## config.mk

```make
export PLATFORM = sky130hd
export DESIGN_NAME = irq_slot_router
export DESIGN_NICKNAME = d
export VERILOG_FILES = /design/src/rtl/irq_router_pkg.sv /design/src/rtl/irq_pair_merge.sv /design/src/rtl/irq_slot_rotate.sv /design/src/rtl/irq_slot_reg.sv /design/src/rtl/irq_slot_router.sv
export SDC_FILE = /design/constraint.sdc
export NUM_CORES = 1
export LEC_CHECK = 0
export BUFFER_PORTS_ARGS = -buffer_cell sky130_fd_sc_hd__buf_2
export CORE_AREA = 2 2 39 41
export CTS_BUF_LIST = sky130_fd_sc_hd__clkbuf_4 sky130_fd_sc_hd__clkbuf_8 sky130_fd_sc_hd__clkbuf_16
export DETAILED_ROUTE_END_ITERATION = 12
export DIE_AREA = 0 0 41 43
export PLACE_DENSITY_LB_ADDON = 0.15
export SLEW_MARGIN = 20
export SYNTH_ARGS = -nofsm -noshare
export SYNTH_HDL_FRONTEND = slang
export SYNTH_HIERARCHICAL = 1
export SYNTH_SLANG_ARGS = --single-unit
```

## constraint.sdc

```tcl
create_clock -name clk -period 1.87 [get_ports clk]
set_input_delay 0.0935 -clock clk [delete_from_list [all_inputs] [get_ports clk]]
set_output_delay 0.0935 -clock clk [all_outputs]
set_load 0.05 [all_outputs]
```

## src/rtl/irq_router_pkg.sv

```systemverilog
package irq_router_pkg;
  typedef struct packed {
    logic a;
    logic b;
  } req_pair_t;
endpackage

```

## src/rtl/irq_pair_merge.sv

```systemverilog
module irq_pair_merge
  import irq_router_pkg::*;
(
  input  req_pair_t raw,
  input  logic      merge_en,
  output req_pair_t merged
);
  always_comb begin
    if (merge_en) begin
      merged.a = raw.a | raw.b;
      merged.b = 1'b0;
    end else begin
      merged = raw;
    end
  end
endmodule

```

## src/rtl/irq_slot_rotate.sv

```systemverilog
module irq_slot_rotate
  import irq_router_pkg::*;
#(
  parameter int NUM_SLOTS = 4,
  parameter int STEP_W    = $clog2(NUM_SLOTS)
) (
  input  req_pair_t             pair,
  input  logic [STEP_W-1:0]     rot,
  output logic [NUM_SLOTS-1:0]  slots
);
  // B lands one slot after A; the adder wraps modulo 2**STEP_W.
  logic [STEP_W-1:0] b_pos;
  assign b_pos = rot + STEP_W'(1);

  for (genvar i = 0; i < NUM_SLOTS; i++) begin : g_slot
    assign slots[i] = (pair.a && (rot   == STEP_W'(i)))
                    | (pair.b && (b_pos == STEP_W'(i)));
  end
endmodule

```

## src/rtl/irq_slot_reg.sv

```systemverilog
module irq_slot_reg #(
  parameter int WIDTH = 4
) (
  input  logic             clk,
  input  logic             rst_n,
  input  logic             enable,
  input  logic [WIDTH-1:0] d,
  output logic [WIDTH-1:0] q
);
  always_ff @(posedge clk) begin
    if (!rst_n)      q <= '0;
    else if (enable) q <= d;
    else             q <= '0;
  end
endmodule

```

## src/rtl/irq_slot_router.sv

```systemverilog
module irq_slot_router
  import irq_router_pkg::*;
#(
  parameter int NUM_SLOTS = 4,
  localparam int STEP_W   = $clog2(NUM_SLOTS)
) (
  input  logic                 clk,
  input  logic                 rst_n,
  input  logic                 req_a,
  input  logic                 req_b,
  input  logic [STEP_W-1:0]    step,
  input  logic                 tie,
  input  logic                 ser_en,
  output logic [NUM_SLOTS-1:0] slot_req
);
  req_pair_t            raw_pair;
  req_pair_t            merged_pair;
  logic [NUM_SLOTS-1:0] rotated;
  logic                 merge_live;

  assign raw_pair.a = req_a;
  assign raw_pair.b = req_b;
  // The merge is honoured only once serialized mode is selected.
  assign merge_live = tie & ser_en;

  irq_pair_merge u_merge (
    .raw      (raw_pair),
    .merge_en (merge_live),
    .merged   (merged_pair)
  );

  irq_slot_rotate #(.NUM_SLOTS(NUM_SLOTS), .STEP_W(STEP_W)) u_rotate (
    .pair  (merged_pair),
    .rot   (step),
    .slots (rotated)
  );

  irq_slot_reg #(.WIDTH(NUM_SLOTS)) u_out (
    .clk    (clk),
    .rst_n  (rst_n),
    .enable (ser_en),
    .d      (rotated),
    .q      (slot_req)
  );
endmodule

```

Yosys cells after proc, flatten, opt, wreduce, memory -nomap -nowiden
Cells that the tools add are included.
{ "word_totals": {"register_bits": 4, "inputBits": 8, "out_inout_bits": 4, "elab_cells": 26} }
{ "op_classes": {"add_sub_neg": 1, "n_eq_ne": 6, "mux": 1, "bitwise": 6, "n_reduce_logical": 11} }
{ "op_table": {"columns": ["cell", "count"], "rows": [
  ["$eq A2 B2 Y1 const B", 4],
  ["$logic_and A1 B1 Y1", 8],
  ["$or A1 B1 Y1", 5],
  ["$eq A2 B1 Y1 const B", 2],
  ["$logic_not A2 Y1", 2],
  ["$add A2 B1 Y2 const B", 1],
  ["$mux W2", 1],
  ["$reduce_and A2 Y1", 1],
  ["$and A1 B1 Y1", 1]
]} }

Depth between registers and ports, before layout
{ "depth": {"depth_word": 4, "mapped_depth": 5, "depth_no_buf": 5} }

Modules after synthesis
Netlist, hierarchy kept.
{ "modules_own_cells": {"columns": ["module", "instances", "cells_per_inst", "area_per_inst_um2", "seq_area_each_um2"], "rows": [
  ["irq_slot_reg", 1, 8, 105.1, 80.1],
  ["irq_slot_rotate", 1, 8, 50.0, 0.0],
  ["irq_pair_merge", 1, 2, 13.8, 0.0],
  ["irq_slot_router", 1, 1, 6.3, 0.0]
]} }

Worst setup path before layout
No wires, ideal clock.
{ "synth_path": {"path_kind": "input to register", "from": "input port tie", "to": "register u_out.q[3]", "setup_ns": 0.116, "t_arrival_ns": 0.790, "t_required_ns": 1.754, "path_slack_ns": 0.964, "path_stages": 5, "n_path_buf": 0, "cell_sequence": "and2_1 > a21o_1 > mux2i_1 > nor2b_1 > and3_1"} }
{ "synth_lines": {"columns": ["element", "line_no", "source"], "rows": [
  ["start, declared", "irq_slot_router.sv:12", "input logic tie,"],
  ["end signal, assigned", "irq_slot_reg.sv:11", "if (!rst_n) q <= '0;"],
  ["end signal, assigned", "irq_slot_reg.sv:12", "else if (enable) q <= d;"],
  ["end signal, assigned", "irq_slot_reg.sv:13", "else q <= '0;"],
  ["end, declared", "irq_slot_reg.sv:8", "output logic [WIDTH-1:0] q"]
]} }

Worst setup path after layout
{ "layout_path": {"from": "register u_out.q[1]", "to": "output port slot_req[1]"} }
{ "layout_lines": {"columns": ["element", "line_no", "source"], "rows": [
  ["end, declared", "irq_slot_router.sv:14", "output logic [NUM_SLOTS-1:0] slot_req"]
]} }
No word-level cell between the ends.

==> metrics.yaml <==
route:
  postRouteAntennaNets: 0
  wl_per_cell_um: 8.122
  vias_per_cell: 3.633
  drtPass1Iterations: 4
  drt-total-wl_um: 398
  vias: 178
  drt_iter0_drc: 6
  drc: 0
clock_network:
  ctsHtreeMaxLevel: 1
  cts.sinks: 4
  cts-buffers-inserted: 3
  holdBufCountCts: 0
  cts_root_buf: "clkbuf_4"
  post_cts_buffers: 0
  cts_resized: 0
  clockBufferDepth: 2
  cts.clk_slew.worst_paths_ns: 0.04
  cts_tree: "yes"
yosys:
  synth_edf_count: 0
  yosysTopAreaCell: "dfxtp_1"
  yosys-top-cells-area: "dfxtp_1 46%, and3_1 14%, mux2i_1 11%"
  ys_types: 11
  synth_commonest_cells: "4 x and3_1, 4 x dfxtp_1, 2 x mux2i_1, 2 x nor2b_1"
  synth_nets: 27
  avgSynthCellArea_um2: 9.219
  synth-seq-area-share: 0.4571
  dominantRegCellSynth: "dfxtp_1"
  yosysWarnings: 6
  synthArstFlopShare: 0
  ys_seq_elements: 4
  synth_area_um2: 175.2
  syn_inst: 19
  synth_top_cell_area_share: 0.4571
placement:
  io_buffers: 11
  placed_area_um2: 250.2
  place_congestion: 0.6389
  place_ws_ns: 0.7892
  dp_hpwl_um: 347.7
global_routing:
  grt_use_total: 0.05405
  grt_pass1_wl_um: 565
  first_global_vias: 159
  antenna_found_initial: 0
  grt_overflow: 0
  grt_start_max_net_pins: 6
floorplan:
  start_util: 0.1266
  fp.dieW_um: 41
  die_height_um: 43
  core_area_um2: 1384
  rows: 14
  die_area_um2: 1763
  ios: 12
final_layout:
  regMostFlops: "u_out/q"
  syn2layout_area_growth_pct: 55.71
  layout-drive-gt1-share: 0.4242
  fin_util: 0.1971
  diodes: 0
  nets: 43
  largest_reg_flops: 4
  reg_top3: "u_out/q: 4 flops"
  stdcell_area_um2: 272.8
power:
  p_per_area_nw_per_um2: 837.9
  pwr-share-seq: 0.390
  switching_share: 0.2356
  combPwrFrac: 0.159
  p_switching_mw: 0.05385
  p_clk_frac: 0.451
  leakagePower_nw: 0.1533
  peakVddDrop_mv: 0.1371
  intPower_mw: 0.1747
run_status:
  status: "finished, final reports clean"
timing:
  fin_ws_ns: 0.9979
  setup_viol: 0
  max_freq_mhz: 1147
  min_period_ns: 0.8721
  finalSetupTns_ns: 0
  worstMarginPinSlew_ns: 0.2490
  slew_headroom: 0.8352
  hold_violations: 0
  rsz0062_at_grt: "no"
  final.period_utilization: 0.4663
  final-max-slew-violation-count: 0
setup_path:
  worstSetupPathType: "flip-flop to output port"
  crit_path_cell_trace: "buf_2"
  cp_max_fo: 1
  max_stage_delay_ns: 0.30
  critPathTopFamily: "flip-flops"
  critical_path_buf_inv_count: 1
  crit_arrival_ns: 0.78
  required_ns: 1.78
  worstSetupEndpointType: "output port"
  critPathLaunchType: "flip-flop"
  cp_slowest_cell: "dfxtp_1"
hold_path:
  hold_path_end: "u_out/q[2]$_SDFF_PN0_"
  hold_class: "input pin to flip-flop"
  hold_depth: 2
  hp-start: "rst_n"
job:
  cap_violations: 0
## metrics by stage
step                total power [mW]  hold slack (ns)  std cells
finish                        0.2286           0.1412         49
global route                  0.2408           0.1518         49
CTS                           0.2353           0.1351         49
detailed placement            0.1272           0.3774         46
global placement              0.1263           0.3675         46
floorplan                     0.1121           0.2394         19
## placed cells by master (no fill, tap or decap)
cell type | netlist | final
nand2_1 | 1 | 1
o21ai_0 | 1 | 1
mux2i_1 | 2 | 2
nand2b_1 | 1 | 1
and2_1 | 1 | 1
nand3_1 | 1 | 1
dfxtp_1 | 4 | 4
a21o_1 | 1 | 1
clkbuf_4 | 0 | 3
buf_2 | 0 | 11
nor2_1 | 1 | 1
nor2b_1 | 2 | 2
and3_1 | 4 | 4
## power groups by stage
stage	logic, mW	clock network, mW	registers, mW
floorplan	0.0122	0	0.0998
global placement	0.0361	0	0.0903
detailed placement	0.0368	0	0.0904
CTS	0.0370	0.109	0.0891
global route	0.0401	0.112	0.0891
finish	0.0364	0.103	0.0890
## cell families (layout without fill, tap and decap cells)
family                 count (synthesis)  in the layout  share of synthesized area
buffers and inverters                  0             14                          0
flip-flops                             4              4                     0.4572
multiplexers                           2              2                     0.1143
AND/OR/NAND/NOR                       11             11                     0.3571
AO/OA/AOI/OAI                          2              2                    0.07142
## metal layers
metal / global-route usage / vias up / share of wire
li1: - / 95 / -
met1: 0.05732 / 75 / 0.41
met2: 0.06563 / 8 / 0.48
met3: 0.01571 / 0 / 0.10
met4: 0.08000 / 0 / 0
met5: 0 / - / 0
## how the worst max path moves through the flow
stage | from | end | slack [ns] | cells after the start
floorplan | tie | u_out/q[3]$_SDFF_PN0_ | 0.96 | 5
global placement | ser_en | u_out/q[3]$_SDFF_PN0_ | 0.79 | 6
detailed placement | ser_en | u_out/q[3]$_SDFF_PN0_ | 0.79 | 6
CTS | u_out/q[2]$_SDFF_PN0_ | slot_req[2] | 0.98 | 1
global route | u_out/q[0]$_SDFF_PN0_ | slot_req[0] | 0.97 | 1
finish | u_out/q[1]$_SDFF_PN0_ | slot_req[1] | 1.0 | 1
## cell type report
class                           instances  area, um2
Fill cell                             165       1111
Multi-Input combinational cell         15      95.09
Sequential cell                         4      80.08
Timing Repair Buffer                   11      55.05
Clock buffer                            3      22.52
Tap cell                               16      20.02
Power figures use the tool's default switching activity.
